**src/rtl/tod_alarm_pkg.sv**
```systemverilog
package tod_alarm_pkg;

  localparam int NUM_FLD  = 3;
  localparam int BYTE_W   = 8;
  localparam int MASK_BIT = 7;

  typedef enum logic [1:0] {
    FLD_MIN  = 2'd0,
    FLD_HOUR = 2'd1,
    FLD_DAY  = 2'd2
  } fld_e;

  localparam logic [BYTE_W-1:0] HUND_LAST = 8'h99;
  localparam logic [BYTE_W-1:0] SEC_FIRST = 8'h00;

  // register address of each alarm field
  function automatic int fld_addr(int f);
    case (f)
      0:       return 3;
      1:       return 5;
      default: return 7;
    endcase
  endfunction

  // bits that are stored on write
  function automatic logic [BYTE_W-1:0] fld_keep(int f);
    case (f)
      0, 1:    return 8'hFF;
      default: return 8'h87;
    endcase
  endfunction

  // bits that take part in the comparison
  function automatic logic [BYTE_W-1:0] fld_cmp(int f);
    case (f)
      0, 1:    return 8'h7F;
      default: return 8'h07;
    endcase
  endfunction

endpackage

```
**src/rtl/alarm_regfile.sv**
```systemverilog
module alarm_regfile
  import tod_alarm_pkg::*;
#(
  parameter int ADDR_W = 6
) (
  input  logic                              clk,
  input  logic                              rst_n,
  input  logic [ADDR_W-1:0]                 reg_addr,
  input  logic                              reg_wr,
  input  logic                              reg_rd,
  input  logic [BYTE_W-1:0]                 reg_wdata,
  output logic [BYTE_W-1:0]                 reg_rdata,
  output logic [NUM_FLD-1:0][BYTE_W-1:0]    al_val,
  output logic                              alarm_acc
);

  logic [NUM_FLD-1:0] sel;
  logic [BYTE_W-1:0]  al_q [NUM_FLD];
  logic [BYTE_W-1:0]  al_d [NUM_FLD];
  logic [NUM_FLD-1:0] al_en;
  logic [BYTE_W-1:0]  rd_d;
  logic [BYTE_W-1:0]  rd_q;

  for (genvar f = 0; f < NUM_FLD; f++) begin : g_fld
    assign sel[f] = (reg_addr == ADDR_W'(fld_addr(f)));

    always_comb begin
      al_en[f] = reg_wr & sel[f];
      al_d[f]  = reg_wdata & fld_keep(f);
    end

    always_ff @(posedge clk or negedge rst_n) begin
      if (!rst_n) begin
        al_q[f] <= '0;
      end else if (al_en[f]) begin
        al_q[f] <= al_d[f];
      end
    end

    assign al_val[f] = al_q[f];
  end

  always_comb begin
    rd_d = '0;
    for (int f = 0; f < NUM_FLD; f++) begin
      if (sel[f]) rd_d = al_q[f];
    end
  end

  always_ff @(posedge clk or negedge rst_n) begin
    if (!rst_n) begin
      rd_q <= '0;
    end else if (reg_rd) begin
      rd_q <= rd_d;
    end
  end

  assign reg_rdata = rd_q;
  assign alarm_acc = (reg_wr | reg_rd) & (|sel);

endmodule

```
**src/rtl/alarm_matcher.sv**
```systemverilog
module alarm_matcher
  import tod_alarm_pkg::*;
(
  input  logic                           upd_stb,
  input  logic [BYTE_W-1:0]              tm_hund,
  input  logic [BYTE_W-1:0]              tm_sec,
  input  logic [BYTE_W-1:0]              tm_min,
  input  logic [BYTE_W-1:0]              tm_hour,
  input  logic [BYTE_W-1:0]              tm_day,
  input  logic [NUM_FLD-1:0][BYTE_W-1:0] al_val,
  output logic                           fire
);

  logic [NUM_FLD-1:0][BYTE_W-1:0] tm_vec;
  logic [NUM_FLD-1:0]             fld_ok;
  logic                           minute_edge;

  assign tm_vec[FLD_MIN]  = tm_min;
  assign tm_vec[FLD_HOUR] = tm_hour;
  assign tm_vec[FLD_DAY]  = tm_day;

  for (genvar f = 0; f < NUM_FLD; f++) begin : g_cmp
    logic eq;
    assign eq        = ((al_val[f] & fld_cmp(f)) == (tm_vec[f] & fld_cmp(f)));
    assign fld_ok[f] = al_val[f][MASK_BIT] | eq;
  end

  always_comb begin
    minute_edge = upd_stb & (tm_hund == HUND_LAST) & (tm_sec == SEC_FIRST);
    fire        = minute_edge & (&fld_ok);
  end

endmodule

```
**src/rtl/alarm_flag_irq.sv**
```systemverilog
module alarm_flag_irq (
  input  logic clk,
  input  logic rst_n,
  input  logic fire,
  input  logic alarm_acc,
  input  logic irq_mask,
  output logic alarm_flag,
  output logic alarm_irq
);

  logic flag_q, flag_d;
  logic irq_q, irq_d;

  always_comb begin
    flag_d = flag_q;
    if (alarm_acc) flag_d = 1'b0;
    if (fire)      flag_d = 1'b1;   // a match outranks the clear
    irq_d = flag_d & ~irq_mask;
  end

  always_ff @(posedge clk or negedge rst_n) begin
    if (!rst_n) begin
      flag_q <= 1'b0;
      irq_q  <= 1'b0;
    end else begin
      flag_q <= flag_d;
      irq_q  <= irq_d;
    end
  end

  assign alarm_flag = flag_q;
  assign alarm_irq  = irq_q;

endmodule

```
**src/rtl/tod_alarm_match.sv**
```systemverilog
module tod_alarm_match
  import tod_alarm_pkg::*;
#(
  parameter int ADDR_W = 6
) (
  input  logic              clk,
  input  logic              rst_n,
  input  logic [ADDR_W-1:0] reg_addr,
  input  logic              reg_wr,
  input  logic              reg_rd,
  input  logic [7:0]        reg_wdata,
  output logic [7:0]        reg_rdata,
  input  logic              upd_stb,
  input  logic [7:0]        tm_hund,
  input  logic [7:0]        tm_sec,
  input  logic [7:0]        tm_min,
  input  logic [7:0]        tm_hour,
  input  logic [7:0]        tm_day,
  input  logic              irq_mask,
  output logic              alarm_flag,
  output logic              alarm_irq
);

  logic [NUM_FLD-1:0][BYTE_W-1:0] al_val;
  logic                           alarm_acc;
  logic                           fire;

  alarm_regfile #(.ADDR_W(ADDR_W)) u_regs (
    .clk       (clk),
    .rst_n     (rst_n),
    .reg_addr  (reg_addr),
    .reg_wr    (reg_wr),
    .reg_rd    (reg_rd),
    .reg_wdata (reg_wdata),
    .reg_rdata (reg_rdata),
    .al_val    (al_val),
    .alarm_acc (alarm_acc)
  );

  alarm_matcher u_match (
    .upd_stb (upd_stb),
    .tm_hund (tm_hund),
    .tm_sec  (tm_sec),
    .tm_min  (tm_min),
    .tm_hour (tm_hour),
    .tm_day  (tm_day),
    .al_val  (al_val),
    .fire    (fire)
  );

  alarm_flag_irq u_flag (
    .clk        (clk),
    .rst_n      (rst_n),
    .fire       (fire),
    .alarm_acc  (alarm_acc),
    .irq_mask   (irq_mask),
    .alarm_flag (alarm_flag),
    .alarm_irq  (alarm_irq)
  );

endmodule

```
**config.mk**
```make
export PLATFORM = sky130hd
export DESIGN_NAME = tod_alarm_match
export DESIGN_NICKNAME = d
export VERILOG_FILES = /design/src/rtl/tod_alarm_pkg.sv /design/src/rtl/alarm_regfile.sv /design/src/rtl/alarm_matcher.sv /design/src/rtl/alarm_flag_irq.sv /design/src/rtl/tod_alarm_match.sv
export SDC_FILE = /design/constraint.sdc
export NUM_CORES = 1
export LEC_CHECK = 0
export ABC_AREA = 0
export BUFFER_PORTS_ARGS = -buffer_cell sky130_fd_sc_hd__buf_2
export CELL_PAD_IN_SITES_DETAIL_PLACEMENT = 0
export CELL_PAD_IN_SITES_GLOBAL_PLACEMENT = 1
export CORE_MARGIN = 3
export CORE_UTILIZATION = 36
export DETAILED_ROUTE_END_ITERATION = 12
export PLACE_DENSITY = 0.79
export SLEW_MARGIN = 20
export SYNTH_ARGS = -nofsm -noshare
export SYNTH_HDL_FRONTEND = slang
export SYNTH_HIERARCHICAL = 1
export SYNTH_SLANG_ARGS = --single-unit
```
**constraint.sdc**
```tcl
create_clock -name clk -period 1.9 [get_ports clk]
set_clock_uncertainty 0.2 [all_clocks]
set_input_delay 0.285 -clock clk [delete_from_list [all_inputs] [get_ports clk]]
set_output_delay 0.285 -clock clk [all_outputs]
set_load 0.03 [all_outputs]
```
## After elaboration in Yosys (flattened, before gate mapping)

Index checks and enable logic that the tools add are counted.

- Output and inout bits: 10
- Input bits: 60
- Register bits: 30
- Logic and storage cells: 34

- Mux-type cells: 5
- Reduce and logical (&&, ||, !) cells: 3
- Equality and inequality tests: 7
- Bitwise logic cells: 13

Operator list:

| kind | number |
|---|---|
| $mux W8 | 3 |
| $eq A7 B7 Y1 | 2 |
| $eq A6 B3 Y1 const B | 2 |
| $and A1 B1 Y1 | 8 |
| $eq A8 B8 Y1 const B | 1 |
| $logic_not A8 Y1 | 1 |
| $eq A6 B2 Y1 const B | 1 |
| $or A1 B1 Y1 | 4 |
| $eq A3 B3 Y1 | 1 |
| $reduce_and A3 Y1 | 1 |
| $reduce_or A3 Y1 | 1 |
| $mux W1 | 2 |
| $not A1 Y1 | 1 |

## Depth between registers and ports, before layout

Gate-level depths: netlist of run 1.

- Depth in word-level cells: 6
- Mapped depth: 6
- Gate-level depth less buffers: 6

## Cells and area by module

Netlist of run 1, hierarchy kept.

Modules (own cells, without submodules):

| module | times used | cells an instance | area each (µm²) | seq. area each (µm²) |
|---|---|---|---|---|
| alarm_regfile | 1 | 94 | 1328.8 | 700.7 |
| alarm_matcher | 1 | 29 | 240.2 | 0.0 |
| alarm_flag_irq | 1 | 6 | 80.1 | 50.0 |

## Worst setup path before layout of run 1

Ideal clock, no wire load.

- Path kind: input to register
- Start: input port reg_addr[5]
- End: register u_regs.al_q, in the netlist u_regs/al_val[0]
- Required time: 1575 ps
- Setup time: 125 ps
- Setup slack: 311 ps
- Buffers on the path: 1
- Data arrival time: 1264 ps
- Stages: 4
- Cell sequence: nor4b_4 and3_4 buf_6 mux2_4

- Cells in the longest elaborated chain, start to end: 2

Ends and longest elaborated chain:

| element | line | text |
|---|---|---|
| from (decl) | tod_alarm_match.sv:8 | `input logic [ADDR_W-1:0] reg_addr,` |
| $eq A6 B2 Y1 | alarm_regfile.sv:25 | `assign sel[f] = (reg_addr == ADDR_W'(fld_addr(f)));` |
| $and A1 B1 Y1 | alarm_regfile.sv:28 | `al_en[f] = reg_wr & sel[f];` |
| to (signal, indexed assignment) | alarm_regfile.sv:36 | `al_q[f] <= al_d[f];` |
| to (decl) | alarm_regfile.sv:18 | `logic [BYTE_W-1:0] al_q [NUM_FLD];` |

No other way between the ends.
A chain may end at the register's enable or synchronous reset.

## Worst setup path after layout of run 1

- Start: register u_regs.al_q, in the netlist u_regs/al_val[1]
- End: register u_flag.irq_q, in the netlist u_flag/alarm_irq

- Cells in the longest elaborated chain, start to end: 6

Ends and longest elaborated chain:

| element | line | text |
|---|---|---|
| $eq A7 B7 Y1 | alarm_matcher.sv:24 | `assign eq = ((al_val[f] & fld_cmp(f)) == (tm_vec[f] & fld_cmp(f)));` |
| $or A1 B1 Y1 | alarm_matcher.sv:25 | `assign fld_ok[f] = al_val[f][MASK_BIT] \| eq;` |
| $reduce_and A3 Y1 | alarm_matcher.sv:30 | `fire = minute_edge & (&fld_ok);` |
| $and A1 B1 Y1 | alarm_matcher.sv:30 |  |
| named net fire | tod_alarm_match.sv:26 | `logic fire;` |
| $mux W1 | alarm_flag_irq.sv:17 | `if (fire) flag_d = 1'b1;` |
| $and A1 B1 Y1 | alarm_flag_irq.sv:18 | `irq_d = flag_d & ~irq_mask;` |
| named net u_flag.irq_d | alarm_flag_irq.sv:12 | `logic irq_q, irq_d;` |
| to (signal assigned) | alarm_flag_irq.sv:27 | `irq_q <= irq_d;` |
| to (decl) | alarm_flag_irq.sv:12 |  |

The timed path passes the listed nets, and every way through them passes these cells.

==> results.toml, run 1 <==
[outcome]
outcome = "finished, final reports clean"

[floorplanning]
die_h_um = 73.0
die_w_um = 73.0
ios = 70
core_area_um2 = 4170
die-area_um2 = 5330
placementRows = 23
start_util_pct = 38.7

[placed_design]
place_hpwl_mm = 3.18
place_ws_ps = 60.3
dp_cells = 236
gp_congestion = 0.785
io_buffer_count = 62
place_area_um2 = 1980

[detailed_routing]
dr.first_iter.drc_count = 48
vias = 1242
routed_via_density = 5.05
drc = 0
wl_per_cell_um = 16.6
dr.pass1.iters = 4
postRouteWirelength_mm = 4.09
drtAntennaViolNets = 0

[min_path]
whs_endpoint = "u_regs/al_val[5]"
min_from = "reg_wdata[5]"
holdCritPathClass = "in2reg"
worstHoldPathCells = 2

[sta]
max_freq_mhz = 573
finalHoldWorstSlack_ps = 37.0
maxSlewViolCount = 0
final.period_utilization_pct = 91.9
setup_viol = 0
final.setup.worst_slack_ps = 154
grt_setup_unrepaired = "no"
finalHoldViolations = 0
period_minus_slack_ps = 1750
setup_tns_ps = 0
worst_pin_slew_ps = 678
max_slew_margin_pct = 54.8

[critical_path]
arrival_ps = 1770
rr_worst_depth = 6
r2r_setup_slack_ps = 150
crit_type = "reg2reg"
cpMostUsedCell = "nor4_2"
start_kind = "flip-flop"
critPathRequiredTime_ps = 1920
worstReg2RegStart = "u_regs/al_val[1]"
cp_top_family = "simple AND/OR/NAND/NOR gates"
path_buf_inv = 1
cp-end-kind = "flip-flop"
regToRegEndpoint = "u_flag/alarm_irq"
path_cells = "xor2_1, nor4_2, a41oi_1, nor4_2, inv_1, a21oi_2"
crit_path_top_delay_cell = "dfrtp_1"
crit_fanout = 3
slowest_delay_ps = 400

[run]
drv_cap = 0

[finish]
fillers = 380
fin_nets = 255
drive_gt1_share_pct = 54.6
areaGrowthSynthToFinish_pct = 31.0
post-route-cell-area_um2 = 2120
diodes = 0
postLayoutCoreUtil_pct = 50.7
instances_no_fill = 246

[clocking]
clk_latency_ps = 290
numClockSinks = 30
cts.path.max_buffers = 2
cts_tree = "built"
numCtsBuffers = 5
clockRootBuffer = "clkbuf_8"
cts_setup_buffers = 0
path_clk_slew_ps = 60
htreeDepth = 2

[synth]
synth_fp_nets = 184
netlist_instances = 124
synth_area_um2 = 1620
syn_avg_cell_area_um2 = 13.0
synth_warnings = 6

[power]
finalPower_mw = 1.68
leakagePower_nw = 1.03
max-vdd-ir-drop_uv = 388
power_density_nw_per_um2 = 793

[global_route]
antenna_found_initial = 0
grt_max_degree = 31
grt_usage_pct = 16.5
grt_pass1_wl_mm = 6.56
grt-ovfl-total = 0
grt_pass1_vias = 1396
[power breakdown]
group	total (mW)	internal (mW)	switching, mW	leakage [nW]
Sequential	0.753	0.698	0.0552	0.405
Clock	0.630	0.392	0.238	0.0524
Combinational	0.294	0.169	0.125	0.573
Total	1.68	1.26	0.418	1.03
[placed cells by master, fill, tap and decap left out, types with 2 or more instances in the layout]
cell           count
nor4_2             3
a22oi_1           12
nand2b_1           4
xnor2_1            9
inv_1              5
buf_4              5
a41oi_1            2
buf_2             62
mux2_4             8
o22ai_1            4
clkbuf_8           5
nand2_1            2
xor2_1             8
clkbuf_1           2
nor2b_4            2
mux2_2            16
dlygate4sd3_1      2
dfrtp_1           30
nand4_1            2
[worst max path at each step]
stage                           from                 to  slack (ps)  depth (start not counted)
floorplan                reg_addr[5]   u_regs/al_val[0]         310                          4
global placement         reg_addr[5]  u_regs/al_val[18]          90                          5
detailed placement       reg_addr[5]  u_regs/al_val[17]          60                          5
CTS                 u_regs/al_val[9]   u_flag/alarm_irq          70                          6
global route        u_regs/al_val[1]   u_flag/alarm_irq          40                          6
finish              u_regs/al_val[1]   u_flag/alarm_irq         150                          6
[routing by layer]
layer	track usage, %	part of all wire, %
met4	8.61	2.2
met5	0	0
met3	4.13	4.8
met2	27.0	51
met1	20.0	42
[final cells by class]
class                   count  area (µm²)  area share (%)
clock buffers               7        76.3            3.61
clock inverters             1        30.0            1.42
inverters                   5        18.8           0.887
multi-input cells          84         810            38.3
flip-flops and latches     30         751            35.5
well taps                  50        62.6            2.96
repair buffers             69         368            17.4
[timing repair]
item | 4_1_cts | 5_1_grt
setup endpoints to repair | 0 | 1
endpoints found under the hold margin | 31 | 0
hold buffers | 2 | 0
gates resized for setup | 0 | 2
[worst register-to-register path: stages (launching register included)]
cell     delay (ps)
dfrtp_1         400
xor2_1          160
nor4_2          260
a41oi_1         170
nor4_2          260
inv_1           100
a21oi_2         120
[sequential cells by signal, summed over array words and instances, names as in the netlist]
register / flops
u_flag/alarm_flag: 1
u_flag/alarm_irq: 1
u_regs/reg_rdata: 8
u_regs/al_val: 20
Power figures use the tool's default switching activity.
==> inputs of run 2 (changes only) <==
CORE_ASPECT_RATIO = 0.8   (was not set)
==> results.toml, run 2 (same netlist as run 1, synthesis figures left out) <==
[power]
swShare_pct = 25.6
comb_power_share_pct = 18.5
max-vdd-ir-drop_uv = 401
p_seq_share_pct = 48.3
leakagePower_nw = 1.03
p_switching_mw = 0.399
power.share.clock_pct = 33.2
p_int_mw = 1.16
power_density_nw_per_um2 = 740

[critical_path]
start_kind = "flip-flop"
arrival_ps = 1760
critPathRequiredTime_ps = 1910
crit_type = "reg2reg"
crit_fanout = 3
cp-end-kind = "flip-flop"

[sta]
final.period_utilization_pct = 91.9
finalHoldViolations = 0
grt_setup_unrepaired = "no"
setup_viol = 0
max_freq_mhz = 573
setup_tns_ps = 0
worst_pin_slew_ps = 653
period_minus_slack_ps = 1750
max_slew_margin_pct = 56.5
maxSlewViolCount = 0

[placed_design]
dp_cells = 243
gp_congestion = 0.793
place_hpwl_mm = 3.09
io_buffer_count = 62

[clocking]
cts_setup_buffers = 0
htreeDepth = 2
path_clk_slew_ps = 60
cts.path.max_buffers = 2
clockRootBuffer = "clkbuf_8"
numCtsBuffers = 5
numClockSinks = 30
clk_latency_ps = 280
cts_tree = "built"

[detailed_routing]
routed_via_density = 4.70
drc = 0
wl_per_cell_um = 15.1
drtAntennaViolNets = 0
dr.pass1.iters = 4
vias = 1189
dr.first_iter.drc_count = 47
postRouteWirelength_mm = 3.81

[floorplanning]
die_h_um = 65.9
core_area_um2 = 4260
placementRows = 21
ios = 70
die_w_um = 80.9
die-area_um2 = 5330
start_util_pct = 37.9

[finish]
areaGrowthSynthToFinish_pct = 30.2
final_common_cell = "buf_2"
instances_no_fill = 253
drive_gt1_share_pct = 54.6
largest_reg_flops = 20
postLayoutCoreUtil_pct = 49.4
fin_nets = 255
diodes = 0
final_cell_mix = "buf_2 (62), dfrtp_1 (30), mux2_2 (16), a22oi_1 (12), xnor2_1 (9)"
fillers = 408

[global_route]
grt_usage_pct = 15.5
grt_pass1_wl_mm = 6.06
grt-ovfl-total = 0
antenna_found_initial = 0
grt_pass1_vias = 1261
grt_max_degree = 31

[run]
drv_cap = 0

[outcome]
outcome = "finished, final reports clean"

[min_path]
holdCritPathClass = "in2reg"
## run 2: changes by cell type in the layout (fill, tap and decap cells not counted), sizes merged
cell	change
bufinv	-1
clkinv	+1
## run 2: path summary, 6_finish.rpt
path | start | endpoint | slack, ps | depth (start not counted)
min in group asynchronous | rst_n | u_regs/reg_rdata[2] | 370 | 2
max in group asynchronous | rst_n | u_regs/al_val[15] | 710 | 2
setup / recovery | u_regs/al_val[9] | u_flag/alarm_irq | 150 | 6
hold / removal | reg_wdata[3] | u_regs/al_val[3] | 50 | 2
setup reg to reg | u_regs/al_val[9] | u_flag/alarm_irq | 150 | 6
hold reg to reg | u_regs/reg_rdata[6] | u_regs/reg_rdata[6] | 330 | 2
## run 2: repair_timing
item	in CTS	in global routing
hold buffers	2	0
gates resized for setup	0	1
endpoints found under the hold margin	31	0
setup endpoints to repair	0	2
## run 2: through the flow
step	setup slack (ps)	hold slack (ps)	power [mW]	area [µm²]
final	153	53.0	1.56	2100
after global placement	95.8	139	1.04	1990
after global routing	22.3	47.8	1.64	2100
after CTS	84.4	46.5	1.57	2100
after detailed placement	81.4	155	1.05	1990
after floorplan	311	-211	0.924	1620
## run 2: per-layer routing
layer  vias up  share of wire [%]  global-route usage (%)
met3         5                5.9                    4.22
met5         -                  0                       0
met4         0                1.0                    5.70
met2        34                 48                    24.2
met1       550                 45                    20.4
li1        600                  -                       -
## run 2: layout make-up
class                      count  area (µm²)  area share, %
clock buffer                   7        86.3           4.10
clock inverter                 1        5.00          0.238
inverter                       5        18.8          0.892
multi-input combinational     84         803           38.2
sequential                    30         751           35.7
tap                           57        71.3           3.39
timing repair buffer          69         368           17.5
## run 2: power groups by stage
stage	combinational [mW]	sequential (mW)	clock (mW)
2_1_floorplan	0.171	0.753	0
3_3_place_gp	0.276	0.761	0
3_5_place_dp	0.281	0.765	0
4_1_cts	0.286	0.753	0.533
5_1_grt	0.312	0.762	0.562
6_report	0.287	0.752	0.517
## run 2: worst max-delay path: stages (launching register included)
cell and delay, ps:
dfrtp_1 410, xor2_1 150, nor4_1 350, a41oi_1 180, nor4_2 170, inv_1 100
a21oi_2 110
